--- config.mk ---
export PLATFORM = sky130hd
export DESIGN_NAME = shaft_step_seq
export DESIGN_NICKNAME = d
export VERILOG_FILES = /design/src/rtl/shaft_seq_pkg.sv /design/src/rtl/enc_edge_sync.sv /design/src/rtl/preset_table.sv /design/src/rtl/step_engine.sv /design/src/rtl/event_flags.sv /design/src/rtl/shaft_step_seq.sv
export SDC_FILE = /design/constraint.sdc
export NUM_CORES = 1
export LEC_CHECK = 0
export BUFFER_PORTS_ARGS = -buffer_cell sky130_fd_sc_hd__buf_2
export CAP_MARGIN = 20
export CORE_MARGIN = 2
export CORE_UTILIZATION = 30
export CTS_CLUSTER_SIZE = 25
export DETAILED_ROUTE_END_ITERATION = 16
export SKIP_LAST_GASP = 1
export SYNTH_ARGS = -nofsm -noshare
export SYNTH_HDL_FRONTEND = slang
export SYNTH_SLANG_ARGS = --single-unit
--- constraint.sdc ---
create_clock -name clk -period 11.61 [get_ports clk]
set_clock_uncertainty 0.05 [all_clocks]
set_input_delay 1.7415 -clock clk [delete_from_list [all_inputs] [get_ports clk]]
set_output_delay 1.7415 -clock clk [all_outputs]
set_load 0.03 [all_outputs]
--- src/rtl/shaft_seq_pkg.sv ---
package shaft_seq_pkg;
  localparam int EVT_N = 3;

  // bit 0 match, bit 1 index, bit 2 wrap
  typedef struct packed {
    logic wrap;
    logic index;
    logic match;
  } evt_t;
endpackage

--- src/rtl/enc_edge_sync.sv ---
module enc_edge_sync #(
  parameter int STAGES = 2
) (
  input  logic clk,
  input  logic rst,
  input  logic async_i,
  output logic rise_o
);
  logic [STAGES-1:0] sync_q;
  logic              prev_q;

  always_ff @(posedge clk) begin
    if (rst) begin
      sync_q <= '0;
      prev_q <= 1'b0;
    end else begin
      sync_q <= {sync_q[STAGES-2:0], async_i};
      prev_q <= sync_q[STAGES-1];
    end
  end

  assign rise_o = sync_q[STAGES-1] & ~prev_q;

  // a detected edge lasts one system cycle
  a_r2_single_pulse: assert property (@(posedge clk) disable iff (rst)
    rise_o |=> !rise_o);
endmodule

--- src/rtl/preset_table.sv ---
module preset_table #(
  parameter int DEPTH = 8,
  parameter int CNT_W = 16,
  parameter int PAT_W = 8,
  localparam int AW   = $clog2(DEPTH)
) (
  input  logic             clk,
  input  logic             we,
  input  logic [AW-1:0]    waddr,
  input  logic [CNT_W-1:0] wpreset,
  input  logic [PAT_W-1:0] wpattern,
  input  logic [AW-1:0]    preset_addr,
  output logic [CNT_W-1:0] preset_rd,
  input  logic [AW-1:0]    pattern_addr,
  output logic [PAT_W-1:0] pattern_rd
);
  logic [CNT_W-1:0] preset_mem  [DEPTH];
  logic [PAT_W-1:0] pattern_mem [DEPTH];

  always_ff @(posedge clk) begin
    if (we) begin
      preset_mem[waddr]  <= wpreset;
      pattern_mem[waddr] <= wpattern;
    end
  end

  assign preset_rd  = preset_mem[preset_addr];
  assign pattern_rd = pattern_mem[pattern_addr];
endmodule

--- src/rtl/step_engine.sv ---
module step_engine
  import shaft_seq_pkg::*;
#(
  parameter int DEPTH = 8,
  parameter int CNT_W = 16,
  parameter int PAT_W = 8,
  localparam int AW   = $clog2(DEPTH)
) (
  input  logic             clk,
  input  logic             rst,
  input  logic             run,
  input  logic             cnt_p,
  input  logic             idx_p,
  input  logic [AW-1:0]    last_step,
  input  logic [CNT_W-1:0] preset_rd,
  input  logic [PAT_W-1:0] pattern_rd,
  output logic [AW-1:0]    step_nxt,
  output logic [CNT_W-1:0] count_q,
  output logic [AW-1:0]    step_q,
  output logic [PAT_W-1:0] out_q,
  output evt_t             evt
);
  logic             done_q, done_n;
  logic [CNT_W-1:0] count_n, cnt_inc;

  assign cnt_inc = count_q + CNT_W'(1);

  always_comb begin
    count_n  = count_q;
    step_nxt = step_q;
    done_n   = done_q;
    evt      = '0;
    if (!run) begin
      count_n  = '0;
      step_nxt = '0;
      done_n   = 1'b0;
    end else if (idx_p) begin
      count_n   = '0;
      step_nxt  = '0;
      done_n    = 1'b0;
      evt.index = 1'b1;
    end else if (cnt_p) begin
      count_n  = cnt_inc;
      evt.wrap = &count_q;
      if (!done_q && cnt_inc == preset_rd) begin
        evt.match = 1'b1;
        if (step_q == last_step) done_n = 1'b1;
        else step_nxt = AW'(step_q + 1'b1);
      end
    end
  end

  always_ff @(posedge clk) begin
    if (rst) begin
      count_q <= '0;
      step_q  <= '0;
      done_q  <= 1'b0;
      out_q   <= '0;
    end else begin
      count_q <= count_n;
      step_q  <= step_nxt;
      done_q  <= done_n;
      out_q   <= run ? pattern_rd : '0;
    end
  end

  // counting by one per detected edge
  a_r2_count_step: assert property (@(posedge clk) disable iff (rst)
    run && cnt_p && !idx_p |=> count_q == CNT_W'($past(count_q) + 1'b1));

  // idle while disabled
  a_r2_idle_off: assert property (@(posedge clk) disable iff (rst)
    !run |=> count_q == '0 && step_q == '0 && out_q == '0);

  // held after the last match
  a_r4_hold_done: assert property (@(posedge clk) disable iff (rst)
    run && done_q && !idx_p |=> !run || ($stable(step_q) && $stable(out_q)));

  // index rewinds the sequence
  a_r5_index_rewind: assert property (@(posedge clk) disable iff (rst)
    run && idx_p |=> count_q == '0 && step_q == '0 && !done_q);

  // index beats a simultaneous count edge
  a_r6_index_wins: assert property (@(posedge clk) disable iff (rst)
    run && idx_p && cnt_p |=> count_q == '0);

  // step never moves without a match or rewind
  a_r3_step_cause: assert property (@(posedge clk) disable iff (rst)
    run && !idx_p && !evt.match |=> !run || $stable(step_q));
endmodule

--- src/rtl/event_flags.sv ---
module event_flags
  import shaft_seq_pkg::*;
(
  input  logic             clk,
  input  logic             rst,
  input  evt_t             evt,
  input  logic [EVT_N-1:0] en,
  input  logic [EVT_N-1:0] clr,
  output logic [EVT_N-1:0] flags_q,
  output logic             irq_q
);
  logic [EVT_N-1:0] set_v, flags_n;

  assign set_v   = evt & en;
  assign flags_n = (flags_q & ~clr) | set_v;

  always_ff @(posedge clk) begin
    if (rst) begin
      flags_q <= '0;
      irq_q   <= 1'b0;
    end else begin
      flags_q <= flags_n;
      irq_q   <= |flags_n;
    end
  end

  for (genvar i = 0; i < EVT_N; i++) begin : g_flag
    // sticky until cleared
    a_r7_sticky: assert property (@(posedge clk) disable iff (rst)
      flags_q[i] && !clr[i] |=> flags_q[i]);
    // write-1 clears when no new event
    a_r7_clear: assert property (@(posedge clk) disable iff (rst)
      clr[i] && !(evt[i] && en[i]) |=> !flags_q[i]);
    // disabled events never set
    a_r7_gated: assert property (@(posedge clk) disable iff (rst)
      !flags_q[i] && !en[i] |=> !flags_q[i]);
  end

  // interrupt follows the flags
  a_r10_irq: assert property (@(posedge clk) disable iff (rst)
    irq_q == (flags_q != '0));
endmodule

--- src/rtl/shaft_step_seq.sv ---
module shaft_step_seq
  import shaft_seq_pkg::*;
#(
  parameter int DEPTH       = 8,
  parameter int CNT_W       = 16,
  parameter int PAT_W       = 8,
  parameter int SYNC_STAGES = 2,
  localparam int AW         = $clog2(DEPTH)
) (
  input  logic             clk,
  input  logic             rst,
  input  logic             enc_clk_i,
  input  logic             enc_idx_i,
  input  logic             run_i,
  input  logic [AW-1:0]    last_step_i,
  input  logic             tbl_we_i,
  input  logic [AW-1:0]    tbl_addr_i,
  input  logic [CNT_W-1:0] tbl_preset_i,
  input  logic [PAT_W-1:0] tbl_pattern_i,
  input  logic [EVT_N-1:0] evt_en_i,
  input  logic [EVT_N-1:0] evt_clr_i,
  output logic [CNT_W-1:0] count_o,
  output logic [AW-1:0]    step_o,
  output logic [PAT_W-1:0] out_o,
  output logic [EVT_N-1:0] flags_o,
  output logic             irq_o
);
  logic             cnt_p, idx_p;
  logic [AW-1:0]    step_nxt;
  logic [CNT_W-1:0] preset_rd;
  logic [PAT_W-1:0] pattern_rd;
  evt_t             evt;

  enc_edge_sync #(.STAGES(SYNC_STAGES)) u_clk_sync (
    .clk(clk), .rst(rst), .async_i(enc_clk_i), .rise_o(cnt_p));

  enc_edge_sync #(.STAGES(SYNC_STAGES)) u_idx_sync (
    .clk(clk), .rst(rst), .async_i(enc_idx_i), .rise_o(idx_p));

  preset_table #(.DEPTH(DEPTH), .CNT_W(CNT_W), .PAT_W(PAT_W)) u_table (
    .clk(clk), .we(tbl_we_i && !run_i), .waddr(tbl_addr_i),
    .wpreset(tbl_preset_i), .wpattern(tbl_pattern_i),
    .preset_addr(step_o), .preset_rd(preset_rd),
    .pattern_addr(step_nxt), .pattern_rd(pattern_rd));

  step_engine #(.DEPTH(DEPTH), .CNT_W(CNT_W), .PAT_W(PAT_W)) u_engine (
    .clk(clk), .rst(rst), .run(run_i), .cnt_p(cnt_p), .idx_p(idx_p),
    .last_step(last_step_i), .preset_rd(preset_rd), .pattern_rd(pattern_rd),
    .step_nxt(step_nxt), .count_q(count_o), .step_q(step_o), .out_q(out_o),
    .evt(evt));

  event_flags u_flags (
    .clk(clk), .rst(rst), .evt(evt), .en(evt_en_i), .clr(evt_clr_i),
    .flags_q(flags_o), .irq_q(irq_o));
endmodule

# --- Yosys cells after proc, flatten, opt, wreduce, memory -nomap -nowiden ---
# Memory sizes are Yosys's and may differ from the RTL's. A register that Yosys moved wholly into a read port is not among the register bits.
# Index checks and enable logic that the tools add are counted.
word_totals:
  word_cells: 48
  output_inout_bits: 31
  n_memories: 2
  ramBits: 192
  input_bits: 42
  ff_bits: 30
classes:
  n_eq_ne: 2
  bitwise_logic: 9
  n_addsub: 2
  muxes: 15
  n_reduce_logical: 9
mem_list:
  columns: ["memory", "depth", "width", "rd", "rd_ports_with_merged_regs", "wr", "line", "text"]
  rows:
  - ["u_table.preset_mem", 8, 16, 1, 1, 1, "preset_table.sv:17", "logic [CNT_W-1:0] preset_mem [DEPTH];"]
  - ["u_table.pattern_mem", 8, 8, 1, 1, 1, "preset_table.sv:18", "logic [PAT_W-1:0] pattern_mem [DEPTH];"]
op_table:
  columns: ["cell", "count"]
  rows:
  - ["3-bit 2-to-1 mux", 7]
  - ["16-bit by 1-bit adder with 16-bit output, second input constant", 1]
  - ["16-bit equality test", 1]
  - ["16-bit AND reduction", 1]
  - ["1-bit 2-to-1 mux", 8]
  - ["3-bit bitwise AND", 2]
  - ["3-bit OR reduction", 2]
  - ["3-bit by 1-bit adder with 3-bit output, second input constant", 1]
  - ["3-bit equality test", 1]
  - ["1-bit inverter", 3]
  - ["3-bit inverter", 1]
  - ["3-bit bitwise OR", 1]
  - ["3-bit AND reduction", 1]
  - ["1-bit bitwise AND", 2]
  - ["1-bit logical AND", 2]
  - ["1-bit zero test", 2]
  - ["2-bit OR reduction", 1]

# --- Logic depth before layout (Yosys ltp) ---
# Gate-level depths: netlist of the first run.
logic_depth:
  ltp_word: 10
  depth_mapped: 16
  mapped_depth_nobuf: 11

# --- By module ---
# A second synthesis of the first run with hierarchy kept.
hier_totals:
  cells_unflattened: 553
  area_unflattened_um2: 9580.4
modules_own_cells:
  columns: ["module", "area_per_inst_um2", "seq_area_each_um2", "cells_per_inst", "instances"]
  rows:
  - ["preset_table", 7399.6, 5765.5, 291, 1]
  - ["step_engine", 1856.8, 560.5, 233, 1]
  - ["enc_edge_sync", 87.6, 60.1, 7, 2]
  - ["event_flags", 135.1, 80.1, 14, 1]
  - ["shaft_step_seq", 13.8, 0.0, 1, 1]

# --- Least setup slack after synthesis of the first run ---
# No wires, ideal clock.
synth_timing:
  path_kind: "input-to-reg"
  startpoint: "input run_i"
  endpoint: "memory u_table.pattern_mem[2][0] (enable)"
  slack_ns: 6.758
  stages: 2
  setup_ns: 0.468
  path_buffers: 1
  required_ns: 11.092
  arrival_time_ns: 4.333
  cell_sequence: "clkbuf_1 nor4_1"
synth_between:
  elab_chain_cells: 4
synth_lines:
  columns: ["element", "line", "text"]
  rows:
  - ["start, declared", "shaft_step_seq.sv:14", "input logic run_i,"]
  - ["1-bit zero test", null, null]
  - ["1-bit logical AND", "shaft_step_seq.sv:41", ".clk(clk), .we(tbl_we_i && !run_i), .waddr(tbl_addr_i),"]
  - ["1-bit 2-to-1 mux", "preset_table.sv:21", "if (we) begin"]
  - ["1-bit 2-to-1 mux (not written as such)", "preset_table.sv:23", "pattern_mem[waddr] <= wpattern;"]
  - ["end, declared", "preset_table.sv:18", null]
# No other way between the ends.

# --- Worst setup path in the final report of the first run ---
layout_timing:
  startpoint: "register u_engine.step_q[0]"
  endpoint: "register u_engine.out_q[4], read port of u_table.pattern_mem"
layout_between:
  elab_chain_cells: 6
  word_cells_on_any_way: 7
  classes_between: "1 x add/sub; 1 x eq/ne; 5 x mux"
layout_lines:
  columns: ["element", "line", "text"]
  rows:
  - ["start, declared", "step_engine.sv:19", "output logic [AW-1:0] step_q,"]
  - ["start signal, assigned", "step_engine.sv:61", "step_q <= step_nxt;"]
  - ["3-bit by 1-bit adder with 3-bit output / 3-bit equality test (equally long branches)", "step_engine.sv:48, step_engine.sv:47", null]
  - ["3-bit 2-to-1 mux", "step_engine.sv:47", "if (step_q == last_step) done_n = 1'b1;"]
  - ["3-bit 2-to-1 mux", "step_engine.sv:45", "if (!done_q && cnt_inc == preset_rd) begin"]
  - ["3-bit 2-to-1 mux *", "step_engine.sv:42", "end else if (cnt_p) begin"]
  - ["3-bit 2-to-1 mux *", "step_engine.sv:37", "end else if (idx_p) begin"]
  - ["3-bit 2-to-1 mux *", "step_engine.sv:33", "if (!run) begin"]
  - ["end, declared", "step_engine.sv:20", "output logic [PAT_W-1:0] out_q,"]
# Every way passes the cells marked *; elsewhere a longest branch is shown, timed or not.
# A chain may end at the register's enable or synchronous reset.

==> impl_metrics.env, run 1 <==
export IMPL_syn_inst=653
export IMPL_crit_path_max_incr_delay_ps=980
export IMPL_synth_edff_count=192
export IMPL_crit_buf_inv=0
export IMPL_comb_power_share_pct=2.7
export IMPL_rsz0062_at_grt="no"
export IMPL_gr_total_overflow=0
export IMPL_die_w_um=184
export IMPL_syn_avg_cell_area_um2=14.9
export IMPL_post_route_drc_count=0
export IMPL_area_delta_synth_final_pct=16.6
export IMPL_cp_end_kind="register"
export IMPL_drt_total_wl_mm=22.1
export IMPL_p_sw_share_pct=19.7
export IMPL_layout_nets=770
export IMPL_portBuffers=72
export IMPL_pin_count=73
export IMPL_drt_pre_antenna_iters=4
export IMPL_synth_area_leaders="edfxtp_1 59%, dfxtp_1 7.8%, mux4_2 4.6%"
export IMPL_clockRootBuffer="clkbuf_16"
export IMPL_p_sw_w=0.000339
export IMPL_ir_drop_mv=0.0723
export IMPL_cp_cell_sequence="mux4_2 > mux2i_1 > nor3_1 > or4b_1 > or4b_4 > nor4_4 > nand4b_2 > o211ai_2 > o211ai_1 > nand4_1"
export IMPL_cap_violations=0
export IMPL_h_tree_depth=1
export IMPL_clkLatencyLatePin_ps=510
export IMPL_grt_usage_pct=13.0
export IMPL_grt_pass1_wl_mm=33.3
export IMPL_seqPwrFrac_pct=53.0
export IMPL_yosysUniqueCellTypes=60
export IMPL_worstPathMaxFanout=54
export IMPL_grt_start_max_net_pins=66
export IMPL_worst_pin_slew_ps=1020
export IMPL_async_flop_share_pct=0
export IMPL_dpl_cell_area_mm2=0.0105
export IMPL_status="completed"
export IMPL_slowest_stage="dfxtp_4"
export IMPL_start_util_pct=30.7
export IMPL_syn_nets=697
export IMPL_layout_drive_gt1_share_pct=22.6
export IMPL_ant_nets=0
export IMPL_p_int_w=0.00138
export IMPL_finalCritPeriodShare_pct=40.1
export IMPL_drtIter0Drc=539
export IMPL_worstPathArrival_ps=5060
export IMPL_p_clk_share_pct=44.3
export IMPL_maxSlewViolCount=0
export IMPL_ys_warn_count=0
export IMPL_cts_hold_buf=0
export IMPL_core_mm2=0.0317
export IMPL_postCtsSetupRepairBufs=0
export IMPL_cts_buffers=25
export IMPL_setup_viol=0
export IMPL_fillCellCount=3029
export IMPL_grt_pass1_vias=5600
export IMPL_finalCriticalPeriod_ps=4660
export IMPL_antenna_found_initial=8
export IMPL_synth_common_cells="192 x edfxtp_1, 38 x dfxtp_1, 34 x and3_1, 34 x nor2_1, 33 x mux2i_1"
export IMPL_vias_per_cell=5.02
export IMPL_ys_flop_type="edfxtp_1"
export IMPL_die_area_mm2=0.0339
export IMPL_yosysTopAreaCell="edfxtp_1"
export IMPL_worstPathRequired_ps=12010
export IMPL_hold_viol=0
export IMPL_cts_tree="built"
export IMPL_clock_path_buffers=3
export IMPL_setup_tns_ps=0
export IMPL_dpl_hpwl_mm=13.3
export IMPL_clkSlewWorstSetupHoldPaths_ps=60
export IMPL_slew_limit_headroom_pct=32.3
export IMPL_cts_sinks=230
export IMPL_synth_top_area_share_pct=59.3
export IMPL_num_rows=65
export IMPL_fmax_mhz=215
export IMPL_critical_path_top_delay_family="simple AND/OR/NAND/NOR gates"
export IMPL_hp_class="register to register"
export IMPL_powerDensity_mw_per_mm2=152
export IMPL_synth_seq_cells=230
export IMPL_startpoint_type="register"
export IMPL_cts_resized_gates=0
export IMPL_syn_area_mm2=0.00973
export IMPL_design_area_mm2=0.0113
export IMPL_yosysSeqAreaShare_pct=67.1
export IMPL_num_vias=5765
export IMPL_wire_per_inst_um=19.2
export IMPL_ff_latch_area_mm2=0.00653
export IMPL_path_class="register to register"
export IMPL_multi_input_area_mm2=0.00302
export IMPL_yosysMostFrequentCell="edfxtp_1"
export IMPL_die_h_um=184
export IMPL_place_gp_congestion=0.736
export IMPL_leakage_nw=3.67
## final timing paths
path | endpoint | depth (start not counted) | slack, ps | from
max | u_engine.out_q[4] | 10 | 6950 | u_engine.step_q[0]
min | u_idx_sync.sync_q[1] | 1 | 400 | u_idx_sync.sync_q[0]
max reg2reg | u_engine.out_q[4] | 10 | 6950 | u_engine.step_q[0]
min reg2reg | u_idx_sync.sync_q[1] | 1 | 400 | u_idx_sync.sync_q[0]
## stage by stage
stage | hold slack, ps | utilization [%] | setup slack (ps) | total power, W | instances
final | 398 | 35.8 | 6950 | 0.00172 | 1149
after global routing | 411 | 35.8 | 6720 | 0.00178 | 1147
after CTS | 400 | 35.8 | 6960 | 0.00175 | 1146
after detailed placement | 384 | 33.2 | 7000 | 0.000977 | 1101
after global placement | 397 | 33.2 | 7020 | 0.000976 | 1101
after floorplan | 364 | - | 6760 | 0.000951 | 653
## flip-flops by register name, summed over array words and instances, names as in the netlist
name	cells
u_table.preset_mem	128
u_table.pattern_mem	64
u_engine.count_q	16
u_engine.out_q	8
u_engine.step_q	3
u_flags.flags_q	3
u_clk_sync.sync_q	2
u_idx_sync.sync_q	2
u_clk_sync.prev_q	1
u_engine.done_q	1
u_flags.irq_q	1
u_idx_sync.prev_q	1
## power by group through the flow
stage	sequential [W]	combinational, W	clock (W)
floorplan	0.000932	0.0000188	0
global placement	0.000930	0.0000464	0
detailed placement	0.000930	0.0000471	0
CTS	0.000913	0.0000472	0.000786
global route	0.000914	0.0000513	0.000815
finish	0.000913	0.0000465	0.000764
## metal layers
metal / GRT usage, % / vias to the layer above / routed length [µm]
met1: 17.6 / 2833 / 10100
met2: 20.6 / 147 / 10100
met5: 0 / - / 64
li1: - / 2717 / -
met4: 4.26 / 10 / 554
met3: 3.34 / 58 / 1300
## kinds of logic after synthesis
| group | count (synthesis) | synth area share (%) |
|---|---|---|
| xor gates and xnor gates | 35 | 3.15 |
| and+or+nand+nor | 177 | 10.7 |
| AOI/OAI and AO/OA | 109 | 8.54 |
| adders and majority gates | 2 | 0.257 |
| buffers and inverters | 47 | 2.24 |
| DFF | 230 | 67.1 |
| muxes | 53 | 8.02 |
## cells in the final DEF (no fill, tap or decap), types with 4 or more instances in the layout
master / instances
a21oi_1: 8
nand2b_1: 7
nand3_1: 10
a21boi_1: 5
nor2_1: 31
and3_1: 34
mux2i_1: 33
nand4_1: 16
clkbuf_1: 4
o211ai_1: 17
nand2_1: 19
buf_2: 72
edfxtp_1: 192
or4_1: 4
xor2_1: 8
mux4_2: 20
dfxtp_1: 37
a22oi_1: 7
o21ai_0: 6
buf_4: 14
clkinv_2: 8
a21boi_0: 27
nor3_1: 8
nor4_1: 7
xnor2_1: 27
clkbuf_16: 25
nor3_2: 4
nor2b_1: 12
inv_1: 7
o221ai_1: 16
## final cells by class
cell class	instances	share of cell area (%)
repair buffers	86	4.10
inverters	7	0.232
multi-input cells	376	26.6
well taps	402	4.43
clock inverters	16	1.38
clock buffers	29	5.64
diodes	3	0.0661
flip-flops and latches	230	57.5
## worst register-to-register path, cell delays in order, from the launching register on
cell and delay, ps:
dfxtp_4 980, mux4_2 670, mux2i_1 180, nor3_1 90, or4b_1 480, or4b_4 540
nor4_4 440, nand4b_2 240, o211ai_2 580, o211ai_1 230, nand4_1 120
No activity file was read; power rests on OpenSTA's default activity.
==> run 2, diff against run 1 <==
Clock period 11.61 ns to 4.4 ns, I/O delays scaled along.
==> impl_metrics.env, run 2 (synthesized netlist as in run 1, its figures left out) <==
export IMPL_top_regs="u_table.preset_mem: 128 flops, u_table.pattern_mem: 64 flops, u_engine.count_q: 16 flops"
export IMPL_cts_tree="built"
export IMPL_dp_slack_ps=339
export IMPL_gr_total_overflow=0
export IMPL_path_class="register to register"
export IMPL_worstPathMaxFanout=8
export IMPL_mostFrequentLayoutCells="192 x edfxtp_1, 72 x buf_2, 37 x dfxtp_1, 34 x and3_1, 33 x mux2i_1"
export IMPL_layout_commonest_cell="edfxtp_1"
export IMPL_regToRegStartpoint="u_engine.count_q[0]"
export IMPL_die_w_um=184
export IMPL_finalCriticalPeriod_ps=4100
export IMPL_crit_path_frequent_cell="nand4_1"
export IMPL_drt_pre_antenna_iters=5
export IMPL_regMostFlops="u_table.preset_mem"
export IMPL_setup_tns_ps=0
export IMPL_wire_per_inst_um=19.2
export IMPL_r2r_end="u_engine.out_q[3]"
export IMPL_worstPathRequired_ps=4790
export IMPL_drtIter0Drc=381
export IMPL_startpoint_type="register"
export IMPL_clockRootBuffer="clkbuf_16"
export IMPL_portBuffers=72
export IMPL_dpl_cell_area_mm2=0.0106
export IMPL_setup_viol=0
export IMPL_hp_class="input pin to register"
export IMPL_num_rows=65
export IMPL_die_h_um=184
export IMPL_pin_count=73
export IMPL_cts_sinks=230
export IMPL_grt_usage_pct=13.1
export IMPL_die_area_mm2=0.0339
export IMPL_clock_path_buffers=3
export IMPL_largest_register_ff_count=128
export IMPL_r2r_setup_slack_ps=300
export IMPL_finalWorstSetupSlack_ps=300
export IMPL_layout_nets=778
export IMPL_post_route_drc_count=0
export IMPL_grt_start_max_net_pins=66
export IMPL_cap_violations=0
export IMPL_fmax_mhz=244
export IMPL_fillCellCount=2998
export IMPL_cp_cell_sequence="ha_1 > nand4_1 > or4_4 > and4_4 > or4b_1 > or4b_4 > nor4_4 > nand4b_2 > o211ai_2 > o211ai_1 > nand4_1"
export IMPL_power_w=0.00465
export IMPL_area_delta_synth_final_pct=18.2
export IMPL_grt_pass1_vias=5869
export IMPL_antenna_found_initial=2
export IMPL_status="completed"
export IMPL_crit_start="u_engine.count_q[0]"
export IMPL_slew_limit_headroom_pct=46.0
export IMPL_finalCritPeriodShare_pct=93.2
export IMPL_start_util_pct=30.7
export IMPL_clkLatencyLatePin_ps=510
export IMPL_h_tree_depth=1
export IMPL_place_gp_congestion=0.772
export IMPL_rsz0062_at_grt="no"
export IMPL_worstPathArrival_ps=4490
export IMPL_powerDensity_mw_per_mm2=405
export IMPL_fin_hold_ws_ps=338
export IMPL_cts_hold_buf=0
export IMPL_ff2ff_path_depth=11
export IMPL_clkSlewWorstSetupHoldPaths_ps=70
export IMPL_slowest_stage="or4b_4"
export IMPL_cp_end_kind="register"
export IMPL_layout_drive_gt1_share_pct=23.8
export IMPL_maxSlewViolCount=0
export IMPL_worst_pin_slew_ps=811
export IMPL_cts_resized_gates=0
export IMPL_num_vias=5794
export IMPL_grt_pass1_wl_mm=33.8
export IMPL_dpl_hpwl_mm=13.8
export IMPL_crit_end="u_engine.out_q[3]"
export IMPL_leakage_nw=3.73
export IMPL_design_area_mm2=0.0115
export IMPL_vias_per_cell=5.02
export IMPL_ir_drop_mv=0.274
export IMPL_cts_buffers=24
export IMPL_hold_viol=0
export IMPL_crit_path_max_incr_delay_ps=540
export IMPL_ant_nets=0
export IMPL_core_mm2=0.0317
export IMPL_postCtsSetupRepairBufs=0
export IMPL_drt_total_wl_mm=22.1
==> run 2: cell types whose count changed in the layout (fill, tap and decap cells not counted), sizes merged <==
| cell | previous run | this run |
|---|---|---|
| buf | 86 | 95 |
| bufinv | 3 | 4 |
| clkinv | 11 | 5 |
| clkinvlp | 2 | 5 |
| diode | 3 | 1 |
| inv | 7 | 8 |
==> run 2: critical path: cells and delay by family, from the launching register on <==
kind | cells | cell delay, ps
AO/OA/AOI/OAI | 2 | 700
adder cells (fa/ha/maj) | 1 | 300
flip-flops | 1 | 450
AND/OR/NAND/NOR | 8 | 2540
==> run 2: worst min path at each step <==
stage / start / to / slack (ps) / cells past startpoint
floorplan: u_clk_sync.sync_q[0] / u_clk_sync.sync_q[1] / 360 / 1
global placement: u_idx_sync.sync_q[0] / u_idx_sync.sync_q[1] / 380 / 1
detailed placement: u_clk_sync.sync_q[0] / u_clk_sync.sync_q[1] / 380 / 1
CTS: enc_clk_i / u_clk_sync.sync_q[0] / 320 / 2
finish: enc_clk_i / u_clk_sync.sync_q[0] / 340 / 2
global route: enc_idx_i / u_idx_sync.sync_q[0] / 360 / 2
==> run 2: power by group <==
part	internal, W	switching [W]	leakage, nW
Sequential	0.00240	0.00000954	2.04
Combinational	0.0000393	0.0000843	1.29
Clock	0.00130	0.000821	0.398
Total	0.00374	0.000915	3.73
==> run 2: routing by layer <==
| metal | wire, µm | part of all wire [%] | up-vias | global-route usage [%] |
|---|---|---|---|---|
| met1 | 9750 | 44 | 2851 | 17.0 |
| met3 | 1330 | 6.0 | 38 | 2.79 |
| li1 | - | - | 2733 | - |
| met5 | 7 | 0.032 | - | 0 |
| met2 | 10600 | 48 | 170 | 22.2 |
| met4 | 435 | 2.0 | 2 | 3.49 |
==> run 2: area by class of cell <==
type                       instances  area (µm²)  share of cell area, %
clock inverter                    15         201                   1.75
clock buffer                      29         651                   5.66
tap                              402         503                   4.37
multi-input combinational        376        3030                   26.3
antenna                            1        2.50                 0.0218
sequential                       230        6530                   56.8
inverter                           7        26.3                  0.229
timing repair buffer              95         558                   4.85
==> run 2: stage by stage <==
| stage | std cells | util [%] |
|---|---|---|
| after floorplan | 653 | - |
| final | 1155 | 36.3 |
| after detailed placement | 1110 | 33.5 |
| after global routing | 1154 | 36.2 |
| after CTS | 1154 | 36.2 |
| after global placement | 1110 | 33.5 |
==> run 3, diff against run 2 <==
Settings changed: ABC_AREA set to 1.
==> impl_metrics.env, run 3 <==
export IMPL_ys_warn_count=0
export IMPL_synth_edff_count=192
export IMPL_ys_flop_type="edfxtp_1"
export IMPL_rsz0062_at_grt="no"
export IMPL_yosysTopAreaCell="edfxtp_1"
export IMPL_crit_path_max_incr_delay_ps=580
export IMPL_ir_drop_mv=0.198
export IMPL_syn_avg_cell_area_um2=9.48
export IMPL_synthAdderAreaFrac_pct=0.241
export IMPL_cap_violations=0
export IMPL_syn_nets=1141
export IMPL_num_rows=68
export IMPL_synth_top_family_by_area="simple AND/OR/NAND/NOR gates"
export IMPL_cts_resized_gates=0
export IMPL_hold_viol=0
export IMPL_die_area_mm2=0.0362
export IMPL_cts_buffers=25
export IMPL_fmax_mhz=285
export IMPL_drt_total_wl_mm=25.5
export IMPL_mostFrequentLayoutCells="349 x nand2_1, 192 x edfxtp_1, 162 x nand3_1, 127 x inv_1, 72 x buf_2"
export IMPL_worst_pin_slew_ps=866
export IMPL_path_class="register to register"
export IMPL_leakage_nw=4.97
export IMPL_finalCritPeriodShare_pct=79.6
export IMPL_async_flop_share_pct=0
export IMPL_clock_path_buffers=3
export IMPL_portBuffers=72
export IMPL_yosysSeqAreaShare_pct=62.8
export IMPL_ant_nets=0
export IMPL_vias_per_cell=4.62
export IMPL_worstPathRequired_ps=4790
export IMPL_status="completed"
export IMPL_cts_tree="built"
export IMPL_crit_path_frequent_cell="nand2_1"
export IMPL_die_w_um=190
export IMPL_layout_nets=1214
export IMPL_layout_drive_gt1_share_pct=13.2
export IMPL_grt_usage_pct=14.1
export IMPL_worstPathMaxFanout=69
export IMPL_antenna_found_initial=7
export IMPL_synth_top_area_share_pct=55.4
export IMPL_cts_hold_buf=0
export IMPL_critical_path_top_delay_family="simple AND/OR/NAND/NOR gates"
export IMPL_syn_inst=1097
export IMPL_synth_area_leaders="edfxtp_1 55%, nand2_1 13%, nand3_1 7.8%"
export IMPL_worstPathArrival_ps=3890
export IMPL_layout_commonest_cell="nand2_1"
export IMPL_grt_start_max_net_pins=70
export IMPL_finalCriticalPeriod_ps=3500
export IMPL_drtIter0Drc=472
export IMPL_hp_class="input pin to register"
export IMPL_finalWorstSetupSlack_ps=896
export IMPL_cts_sinks=230
export IMPL_synthSimpleGateAreaFrac_pct=26.3
export IMPL_crit_buf_inv=1
export IMPL_startpoint_type="register"
export IMPL_die_h_um=190
export IMPL_drt_pre_antenna_iters=5
export IMPL_powerDensity_mw_per_mm2=384
export IMPL_wire_per_inst_um=15.5
export IMPL_area_delta_synth_final_pct=15.3
export IMPL_power_w=0.00460
export IMPL_num_vias=7586
export IMPL_postCtsSetupRepairBufs=0
export IMPL_slew_limit_headroom_pct=42.0
export IMPL_clkLatencyLatePin_ps=520
export IMPL_place_gp_congestion=0.810
export IMPL_synth_compound_area_share_pct=2.62
export IMPL_core_mm2=0.0344
export IMPL_regMostFlops="u_table.preset_mem"
export IMPL_dpl_hpwl_mm=16.0
export IMPL_grt_pass1_wl_mm=39.8
export IMPL_largest_register_ff_count=128
export IMPL_gr_total_overflow=0
export IMPL_pin_count=73
export IMPL_post_route_drc_count=0
export IMPL_top_regs="u_table.preset_mem: 128 flops, u_table.pattern_mem: 64 flops, u_engine.count_q: 16 flops"
export IMPL_setup_viol=0
export IMPL_synth_mux_area_share_pct=0
export IMPL_yosysUniqueCellTypes=34
export IMPL_cp_cell_sequence="buf_4 > nand2_1 > nand3_1 > nand2_1 > nand2_1 > nand2_1 > nand2_1 > nand2_1 > or2_0 > nor2_2 > nand3_1 > nand2_1 > nand3_2 > nand2_1 > nand3_1 > nand3_1 > nand2_1 > nor2_1"
export IMPL_synth_xor_area_share_pct=0.590
export IMPL_maxSlewViolCount=0
export IMPL_cp_end_kind="register"
export IMPL_grt_pass1_vias=7285
export IMPL_yosysMostFrequentCell="nand2_1"
export IMPL_clockRootBuffer="clkbuf_16"
export IMPL_h_tree_depth=1
export IMPL_start_util_pct=30.3
export IMPL_synth_seq_cells=230
export IMPL_setup_tns_ps=0
export IMPL_syn_area_mm2=0.0104
export IMPL_clkSlewWorstSetupHoldPaths_ps=60
export IMPL_dp_slack_ps=890
export IMPL_slowest_stage="buf_4"
export IMPL_synth_common_cells="349 x nand2_1, 192 x edfxtp_1, 162 x nand3_1"
[run 3: power breakdown]
group / internal [W] / switching (W) / leakage (nW)
Combinational: 0.0000427 / 0.000112 / 2.54
Clock: 0.00121 / 0.000819 / 0.382
Sequential: 0.00240 / 0.0000139 / 2.04
Total: 0.00366 / 0.000946 / 4.97
[run 3: final cells by class]
type	count	area [µm²]
well taps	455	569
flip-flops and latches	230	6530
fillers	3444	22400
multi-input cells	691	3110
repair buffers	88	480
clock inverters	14	153
diodes	2	5.00
inverters	134	505
clock buffers	29	641
[run 3: worst paths after layout]
| kind | depth (start not counted) | start | slack, ps | end |
|---|---|---|---|---|
| setup / recovery | 18 | u_engine.step_q[0] | 900 | u_engine.out_q[7] |
| hold reg to reg | 2 | u_idx_sync.sync_q[0] | 360 | u_idx_sync.sync_q[1] |
| hold / removal | 3 | enc_idx_i | 320 | u_idx_sync.sync_q[0] |
| setup reg to reg | 18 | u_engine.step_q[0] | 900 | u_engine.out_q[7] |
[run 3: cells by family after synthesis]
group | count (synthesis)
and+or+nand+nor | 630
xor gates and xnor gates | 7
buffers and inverters | 176
adders and majority gates | 2
AOI/OAI and AO/OA | 52
DFF | 230
[run 3: layer usage]
layer,up-vias,track usage [%],routed length (µm)
met5,-,0,34
met4,6,4.98,605
met3,45,2.34,1360
met2,196,23.9,12200
met1,3587,18.2,11300
li1,3752,-,-
[run 3: through the flow]
step / area, µm² / std cells / util (%) / hold slack (ps)
2_1_floorplan: 10400 / 1097 / - / 338
3_3_place_gp: 11200 / 1598 / 32.6 / 356
3_5_place_dp: 11200 / 1598 / 32.6 / 349
4_1_cts: 12000 / 1641 / 34.9 / 300
5_1_grt: 12000 / 1642 / 34.9 / 307
6_report: 12000 / 1643 / 34.9 / 317
[run 3: worst register-to-register path: cells and delay by family, from the launching register on]
family	cells	cell delay, ps
buf+inv	1	580
flops	1	350
simple gates	17	2450
